### config.mk
export PLATFORM = sky130hd
export DESIGN_NAME = claAdder
export DESIGN_NICKNAME = d
export VERILOG_FILES = /design/src/rtl/claPkg.sv /design/src/rtl/claGroupCell.sv /design/src/rtl/claDatapath.sv /design/src/rtl/claCarryChain.sv /design/src/rtl/claAdder.sv
export SDC_FILE = /design/constraint.sdc
export NUM_CORES = 1
export LEC_CHECK = 0
export BUFFER_PORTS_ARGS = -buffer_cell sky130_fd_sc_hd__buf_2
export CAP_MARGIN = 10
export CORE_MARGIN = 3
export CORE_UTILIZATION = 30
export DETAILED_ROUTE_END_ITERATION = 8
export GPL_ROUTABILITY_DRIVEN = 0
export MAX_ROUTING_LAYER = met4
export PLACE_DENSITY_LB_ADDON = 0.2
export SLEW_MARGIN = 25
export SYNTH_ARGS = -nofsm -noshare
export SYNTH_HDL_FRONTEND = slang
export SYNTH_HIERARCHICAL = 1
export SYNTH_SLANG_ARGS = --single-unit
### constraint.sdc
create_clock -name vclk -period 4.1
set_input_delay 0 -clock vclk [all_inputs]
set_output_delay 0 -clock vclk [all_outputs]
set_load 0.005 [all_outputs]
### src/rtl/claPkg.sv
package claPkg;

  // Summary of one operand group handed from the datapath to the carry chain
  typedef struct packed {
    logic gen;   // group makes a carry on its own
    logic prop;  // group passes an incoming carry through
  } grpPg_t;

endpackage

### src/rtl/claGroupCell.sv
module claGroupCell
  import claPkg::*;
#(
  parameter int GROUP_W = 4
) (
  input  logic [GROUP_W-1:0] a,
  input  logic [GROUP_W-1:0] b,
  input  logic               cin,
  output grpPg_t             pg,
  output logic [GROUP_W-1:0] sum
);

  logic [GROUP_W-1:0] bitGen;
  logic [GROUP_W-1:0] bitProp;
  logic [GROUP_W-1:0] halfSum;
  logic [GROUP_W:0]   localCarry;

  assign bitGen  = a & b;
  assign bitProp = a | b;
  assign halfSum = a ^ b;

  // Group terms in nested (factored) form, lowest bit innermost
  always_comb begin
    pg.gen  = bitGen[0];
    pg.prop = bitProp[0];
    for (int i = 1; i < GROUP_W; i++) begin
      pg.gen  = bitGen[i] | (bitProp[i] & pg.gen);
      pg.prop = bitProp[i] & pg.prop;
    end
  end

  // Local carry inside the group, seeded by the chain's carry for this group
  always_comb begin
    localCarry[0] = cin;
    for (int i = 0; i < GROUP_W; i++) begin
      localCarry[i+1] = bitGen[i] | (bitProp[i] & localCarry[i]);
    end
  end

  assign sum = halfSum ^ localCarry[GROUP_W-1:0];

endmodule

### src/rtl/claDatapath.sv
module claDatapath
  import claPkg::*;
#(
  parameter int WIDTH   = 32,
  parameter int GROUP_W = 4,
  localparam int NUM_GRP = WIDTH / GROUP_W
) (
  input  logic [WIDTH-1:0]          opA,
  input  logic [WIDTH-1:0]          opB,
  input  logic [NUM_GRP-1:0]        grpCin,
  output grpPg_t [NUM_GRP-1:0]      pgVec,
  output logic [WIDTH-1:0]          sumOut
);

  for (genvar g = 0; g < NUM_GRP; g++) begin : gGroup
    claGroupCell #(.GROUP_W(GROUP_W)) uCell (
      .a   (opA[g*GROUP_W +: GROUP_W]),
      .b   (opB[g*GROUP_W +: GROUP_W]),
      .cin (grpCin[g]),
      .pg  (pgVec[g]),
      .sum (sumOut[g*GROUP_W +: GROUP_W])
    );
  end

endmodule

### src/rtl/claCarryChain.sv
module claCarryChain
  import claPkg::*;
#(
  parameter int NUM_GRP = 8
) (
  input  grpPg_t [NUM_GRP-1:0] pgVec,
  input  logic                 carryIn,
  output logic [NUM_GRP:0]     grpCarry
);

  // One AND-OR stage per group: carry out = G | (P & carry in)
  always_comb begin
    grpCarry[0] = carryIn;
    for (int k = 0; k < NUM_GRP; k++) begin
      grpCarry[k+1] = pgVec[k].gen | (pgVec[k].prop & grpCarry[k]);
    end
  end

endmodule

### src/rtl/claAdder.sv
module claAdder
  import claPkg::*;
#(
  parameter int WIDTH   = 32,
  parameter int GROUP_W = 4
) (
  input  logic [WIDTH-1:0] opA,
  input  logic [WIDTH-1:0] opB,
  input  logic             carryIn,
  output logic [WIDTH-1:0] sumOut,
  output logic             carryOut
);

  localparam int NUM_GRP = WIDTH / GROUP_W;

  if ((WIDTH % GROUP_W) != 0 || NUM_GRP < 1) begin : gWidthBad
    $error("claAdder: WIDTH must be a positive multiple of GROUP_W");
  end

  grpPg_t [NUM_GRP-1:0] pgVec;
  logic   [NUM_GRP:0]   grpCarry;

  claDatapath #(.WIDTH(WIDTH), .GROUP_W(GROUP_W)) uData (
    .opA    (opA),
    .opB    (opB),
    .grpCin (grpCarry[NUM_GRP-1:0]),
    .pgVec  (pgVec),
    .sumOut (sumOut)
  );

  claCarryChain #(.NUM_GRP(NUM_GRP)) uChain (
    .pgVec    (pgVec),
    .carryIn  (carryIn),
    .grpCarry (grpCarry)
  );

  assign carryOut = grpCarry[NUM_GRP];

endmodule

==> results of run 1 <==
==> final cells by class <==
| type | count | area [um^2] | area share |
|---|---|---|---|
| multi-input combinational | 142 | 1754 | 0.6290 |
| timing repair buffer | 98 | 490.5 | 0.1759 |
| tap | 96 | 120.1 | 0.04307 |
| inverter | 113 | 424.2 | 0.1521 |
==> worst max-delay path: stages <==
cell and delay [ns]:
buf_2 0.09, inv_1 0.04, ha_1 0.24, nor4_2 0.40, a21o_1 0.19, a21oi_2 0.07
a32oi_2 0.27, a21o_2 0.16, inv_1 0.04, fa_1 0.37, fa_1 0.39, fa_1 0.38
xnor2_1 0.13, buf_2 0.13
==> logic make-up (layout without fill, tap and decap cells) <==
family / count (synthesis) / count (layout) / synth area share
simple gates: 11 / 11 / 0.04923
fa+ha+maj: 88 / 88 / 0.5861
xor+xnor: 8 / 8 / 0.03206
compound gates: 35 / 35 / 0.1351
buf+inv: 114 / 211 / 0.1975
==> synth_stat cells <==
master	count	area, um^2
fa_1	24	480.5
xnor2_1	8	70.07
a31o_1	1	8.760
a21oi_2	8	70.07
a21o_2	2	17.52
inv_2	7	26.28
o31ai_2	7	87.58
ha_1	64	800.8
o21ai_0	1	5.000
clkinv_1	1	3.750
buf_4	1	7.510
nand2_1	1	3.750
o31ai_1	1	7.510
a21o_1	5	37.54
nor4_1	1	6.260
nor4_2	7	87.58
inv_1	105	394.1
nor2_1	1	3.750
a32oi_2	1	16.27
nand4_1	1	6.260
a21oi_1	9	45.04
==> power groups by stage <==
| stage | combinational, W | clock [W] | sequential (W) |
|---|---|---|---|
| final | 0.000324 | 0 | 0 |
| after CTS | 0.000335 | 0 | 0 |
| after global routing | 0.000379 | 0 | 0 |
| after floorplan | 0.000194 | 0 | 0 |
| after global placement | 0.000332 | 0 | 0 |
| after detailed placement | 0.000332 | 0 | 0 |
==> layout by cell type, fill, tap and decap left out, drive strengths merged <==
cell	synthesis	layout
inv	112	112
buf	1	98
ha	64	64
fa	24	24
a21oi	17	17
xnor2	8	8
o31ai	8	8
nor4	8	8
a21o	7	7
nand4	1	1
nand2	1	1
nor2	1	1
o21ai	1	1
a32oi	1	1
a31o	1	1
clkinv	1	1
==> per-stage QoR <==
step | cells | area (um^2)
global route | 449 | 2789
detailed placement | 449 | 2789
CTS | 449 | 2789
floorplan | 256 | 2186
finish | 449 | 2789
global placement | 449 | 2789
==> worst paths after layout <==
| kind | slack (ns) | start | end |
|---|---|---|---|
| max | 1.20 | opA[11] | sumOut[31] |
| min | 0.45 | carryIn | sumOut[0] |
==> layer usage <==
layer / part of all wire / wire length [um] / GRT usage / vias up
met4: 0 / 0 / 0 / 0
met1: 0.44 / 1763 / 0.1213 / 753
met3: 0.087 / 352 / 0.01491 / 0
li1: - / - / - / 927
met5: 0 / 0 / - / -
met2: 0.48 / 1924 / 0.1698 / 57
==> impl_results.md, run 1 <==
- Status: finished, final reports clean
- Fraction of layout cells with a size suffix above 1: 0.3683
- Final hold violations: 0
- Synthesized area: 2186 um^2
- Crit path DAT: 2.90 ns
- Peak VDD IR: 0.05689 mV
- Sequential cell fraction of total power: 0
- Combinational power share: 1.000
- Initial DRC Count: 7
- Sw Pwr: 0.0001636 W
- Wire per inst: 8.998 um
- Power per Cell Area: 116.2 nW/um^2
- Initial antenna violation count: 0
- Post-CTS sizing: 0
- Seq/Total Area, Yosys: 0
- Count of hold-fix buffers inserted at cts: 0
- Vias/cell: 3.869
- CP required: 4.10 ns
- DRT Pass-1 Iters: 4
- Max_cap viols: 0
- Synth cell types: 21
- Detail Route Antenna Nets: 0
- Post-DP HPWL: 3970 um
- Synth Instances: 256
- Filler instances: 764
- Largest net degree at the start of global routing: 4
- Chip Width: 91.36 um
- Overflow after GRT: 0
- Worst hold path class: primary input to primary output
- Setup ws final: 1.202 ns
- Layout Nets: 508
- Row cnt: 30
- Die height: 91.36 um
- Mapped Nets: 409
- Ys Warns: 6
- Final worst-path cycle share: 0.7069
- Final wirelength: 4040 um
- FFs & Latches: 0
- Setup violations, final: 0
- # DRC: 0
- Pins Over Slew Limit: 0
- GRT Resource Usage Total: 0.09537
- Vias in the first global route: 1721
- Port bufs: 98
- Crit-path max FO: 3
- Postcts setup bufs: 0
- Actual slew at the worst max-slew pin: 0.3433 ns
- Design Power: 0.0003240 W
- Final core utilization: 0.4016
- DP Worst Slack: 1.160 ns
- Worst setup EP type: primary output
- Area Growth Syn to Fin: 27.59%
- Headroom to the max-slew limit: 0.7693
- Sequential cell area: 0 um^2
- Hold_ws: 0.4505 ns
- RSZ-0062 raised after global routing: false
- Initial Util: 0.3148
- Antenna Cells: 0
- Die area: 8347 um^2
- First-pass GRT wire length: 6837 um
- Post-Route Setup TNS: 0 ns
- Post-route minimum period: 2.898 ns
- Synthesized area per cell: 8.538 um^2
- Leakage: 1.764 nW
- Via Count: 1737
- Clock buffer count in the final layout: 0
- Sw Share: 0.5049
- IO Count: 98
- Fmax achieved: 0.3450 GHz
- CP Launch Type: primary input
- Cell depth of the worst min-delay path: 5
- Clock power frac: 0
- Internal: 0.0001604 W
- Setup CP Type: primary input to primary output
- Core area: 6944 um^2
Power figures use the tool's default switching activity.
==> run 2: changes to the inputs <==
==> constraint.sdc (replaced) <==
create_clock -name vclk -period 2.8
set_input_delay 0 -clock vclk [all_inputs]
set_output_delay 0 -clock vclk [all_outputs]
set_load 0.005 [all_outputs]
==> impl_results.md, run 2 (same netlist as run 1, synthesis figures left out) <==
- Status: finished, final reports clean
- IO Count: 98 (unchanged)
- Max_cap viols: 0 (unchanged)
- Met2 wire len: 2239 um (+16%)
- Crit path DAT: 2.72 ns (-0.18 ns)
- Overflow after GRT: 0 (unchanged)
- Via Count: 1876 (+8.0%)
- First-pass GRT wire length: 7741 um (+13%)
- Final worst-path cycle share: 0.9716
- Largest net degree at the start of global routing: 4 (unchanged)
- # DRC: 0 (unchanged)
- Clock buffer count in the final layout: 0 (unchanged)
- Final hold violations: 0 (unchanged)
- Most frequent cells in the layout: 92 x inv_1, 91 x buf_2, 51 x ha_1, 40 x buf_4, 17 x inv_2
- Count of hold-fix buffers inserted at cts: 0 (unchanged)
- Vias in the first global route: 1909 (+11%)
- Pins Over Slew Limit: 0 (unchanged)
- CP peak stage delay: 0.53 ns (+0.13 ns)
- Initial Util: 0.3148 (unchanged)
- RSZ-0062 raised after global routing: true
- CP delay by family, top: adder cells
- Final Non-Filler Cells: 489 (+8.9%)
- Met1 wire length: 1950 um (+11%)
- Detail Route Antenna Nets: 0 (unchanged)
- Row cnt: 30 (unchanged)
- Cell-by-cell trace of the critical path: buf_2, inv_2, ha_4, inv_1, a21oi_1, o31ai_2, a21o_1, a21oi_2, a32oi_2, a21o_2, inv_2, fa_2, fa_2, fa_2, inv_2, buf_6
- Antenna Cells: 0 (unchanged)
- Fraction of layout cells with a size suffix above 1: 0.5293 (+0.1610)
- Worst setup EP type: primary output
- Final wirelength: 4528 um (+12%)
- DRT Pass-1 Iters: 3 (-1)
- CP Launch Type: primary input
- Die area: 8347 um^2 (unchanged)
- Area Growth Syn to Fin: 50.77%
- Core area: 6944 um^2 (unchanged)
- Headroom to the max-slew limit: 0.8017 (+0.03243)
- Post-DP HPWL: 4171 um (+5.1%)
- Peak VDD IR: 0.08466 mV (+49%)
- Initial DRC Count: 8 (+1)
- Post-route minimum period: 2.720 ns
- WP buf/inv: 6 (+2)
- Crit-path max FO: 3 (unchanged)
- Placed insts: 479 (+6.7%)
- Met3 Wirelength: 338 um (-4.0%)
- Vias/cell: 3.836 (-0.83%)
- Leakage: 1.950 nW (+11%)
- Power per Cell Area: 174.2 nW/um^2 (+50%)
- Die height: 91.36 um (unchanged)
- Setup CP Type: primary input to primary output
- Layout Nets: 548 (+7.9%)
- Worst hold path class: primary input to primary output
- FFs & Latches: 0 (unchanged)
- Port bufs: 98 (unchanged)
- Actual slew at the worst max-slew pin: 0.2957 ns (-0.04756 ns)
- Commonest non-fill, non-tap cell in the layout: inv_1
- CP required: 2.80 ns (-1.30 ns)
- Top Metal Used: met3
- Chip Width: 91.36 um (unchanged)
- Wire per inst: 9.260 um (+2.9%)
- Setup violations, final: 0 (unchanged)
- Fmax achieved: 0.3676 GHz
- Initial antenna violation count: 0 (unchanged)
- GRT Resource Usage Total: 0.1080 (+0.01265)
- Sequential cell area: 0 um^2 (unchanged)
- Worst path slowest cell: fa_2
- Post-Route Setup TNS: 0 ns (unchanged)
[run 2: area by class of cell]
cell class	instances	area, um^2
well taps	96	120.1
repair buffers	138	845.8
inverters	113	434.2
fillers	692	3649
multi-input cells	142	1896
[run 2: worst min-delay path, stage by stage]
cell and delay, ns:
buf_8 0.10, inv_4 0.04, ha_4 0.11, xnor2_1 0.06, buf_2 0.12
[run 2: final timing paths]
check / cells past startpoint / end / from
setup / recovery: 16 / sumOut[30] / opB[5]
hold / removal: 5 / sumOut[3] / opA[3]
[run 2: what timing repair did]
| action | 4_1_cts | 5_1_grt |
|---|---|---|
| pin swaps | 12 | 21 |
| gates cloned | 0 | 0 |
| buffers inserted | 6 | 4 |
| resized for setup | 23 | 39 |
| endpoints found under the setup margin | 6 | 8 |
[run 2: metal layers]
layer  vias to the layer above  global-route usage
li1                       1006                   -
met2                        57              0.1962
met1                       813              0.1325
met4                         0                   0
met5                         -                   -
met3                         0             0.01988
[run 2: where the power goes]
part           total [W]  switching (W)  internal [W]
Clock                  0              0             0
Combinational   0.000574       0.000268      0.000307
Sequential             0              0             0
[run 2: through the flow]
step | total power (W) | area [um^2] | util | worst slack (ns) | hold WS [ns]
after global routing | 0.0006634 | 3296 | 0.4746 | -0.05805 | 0.4645
final | 0.0005742 | 3296 | 0.4746 | 0.07964 | 0.4359
after CTS | 0.0005577 | 3141 | 0.4523 | -0.09086 | 0.4585
after floorplan | 0.0002839 | 2186 | - | 0.2689 | 0.2298
after detailed placement | 0.0005248 | 3014 | 0.4341 | -0.1625 | 0.4582
after global placement | 0.0005201 | 3014 | 0.4341 | -0.09462 | 0.4502
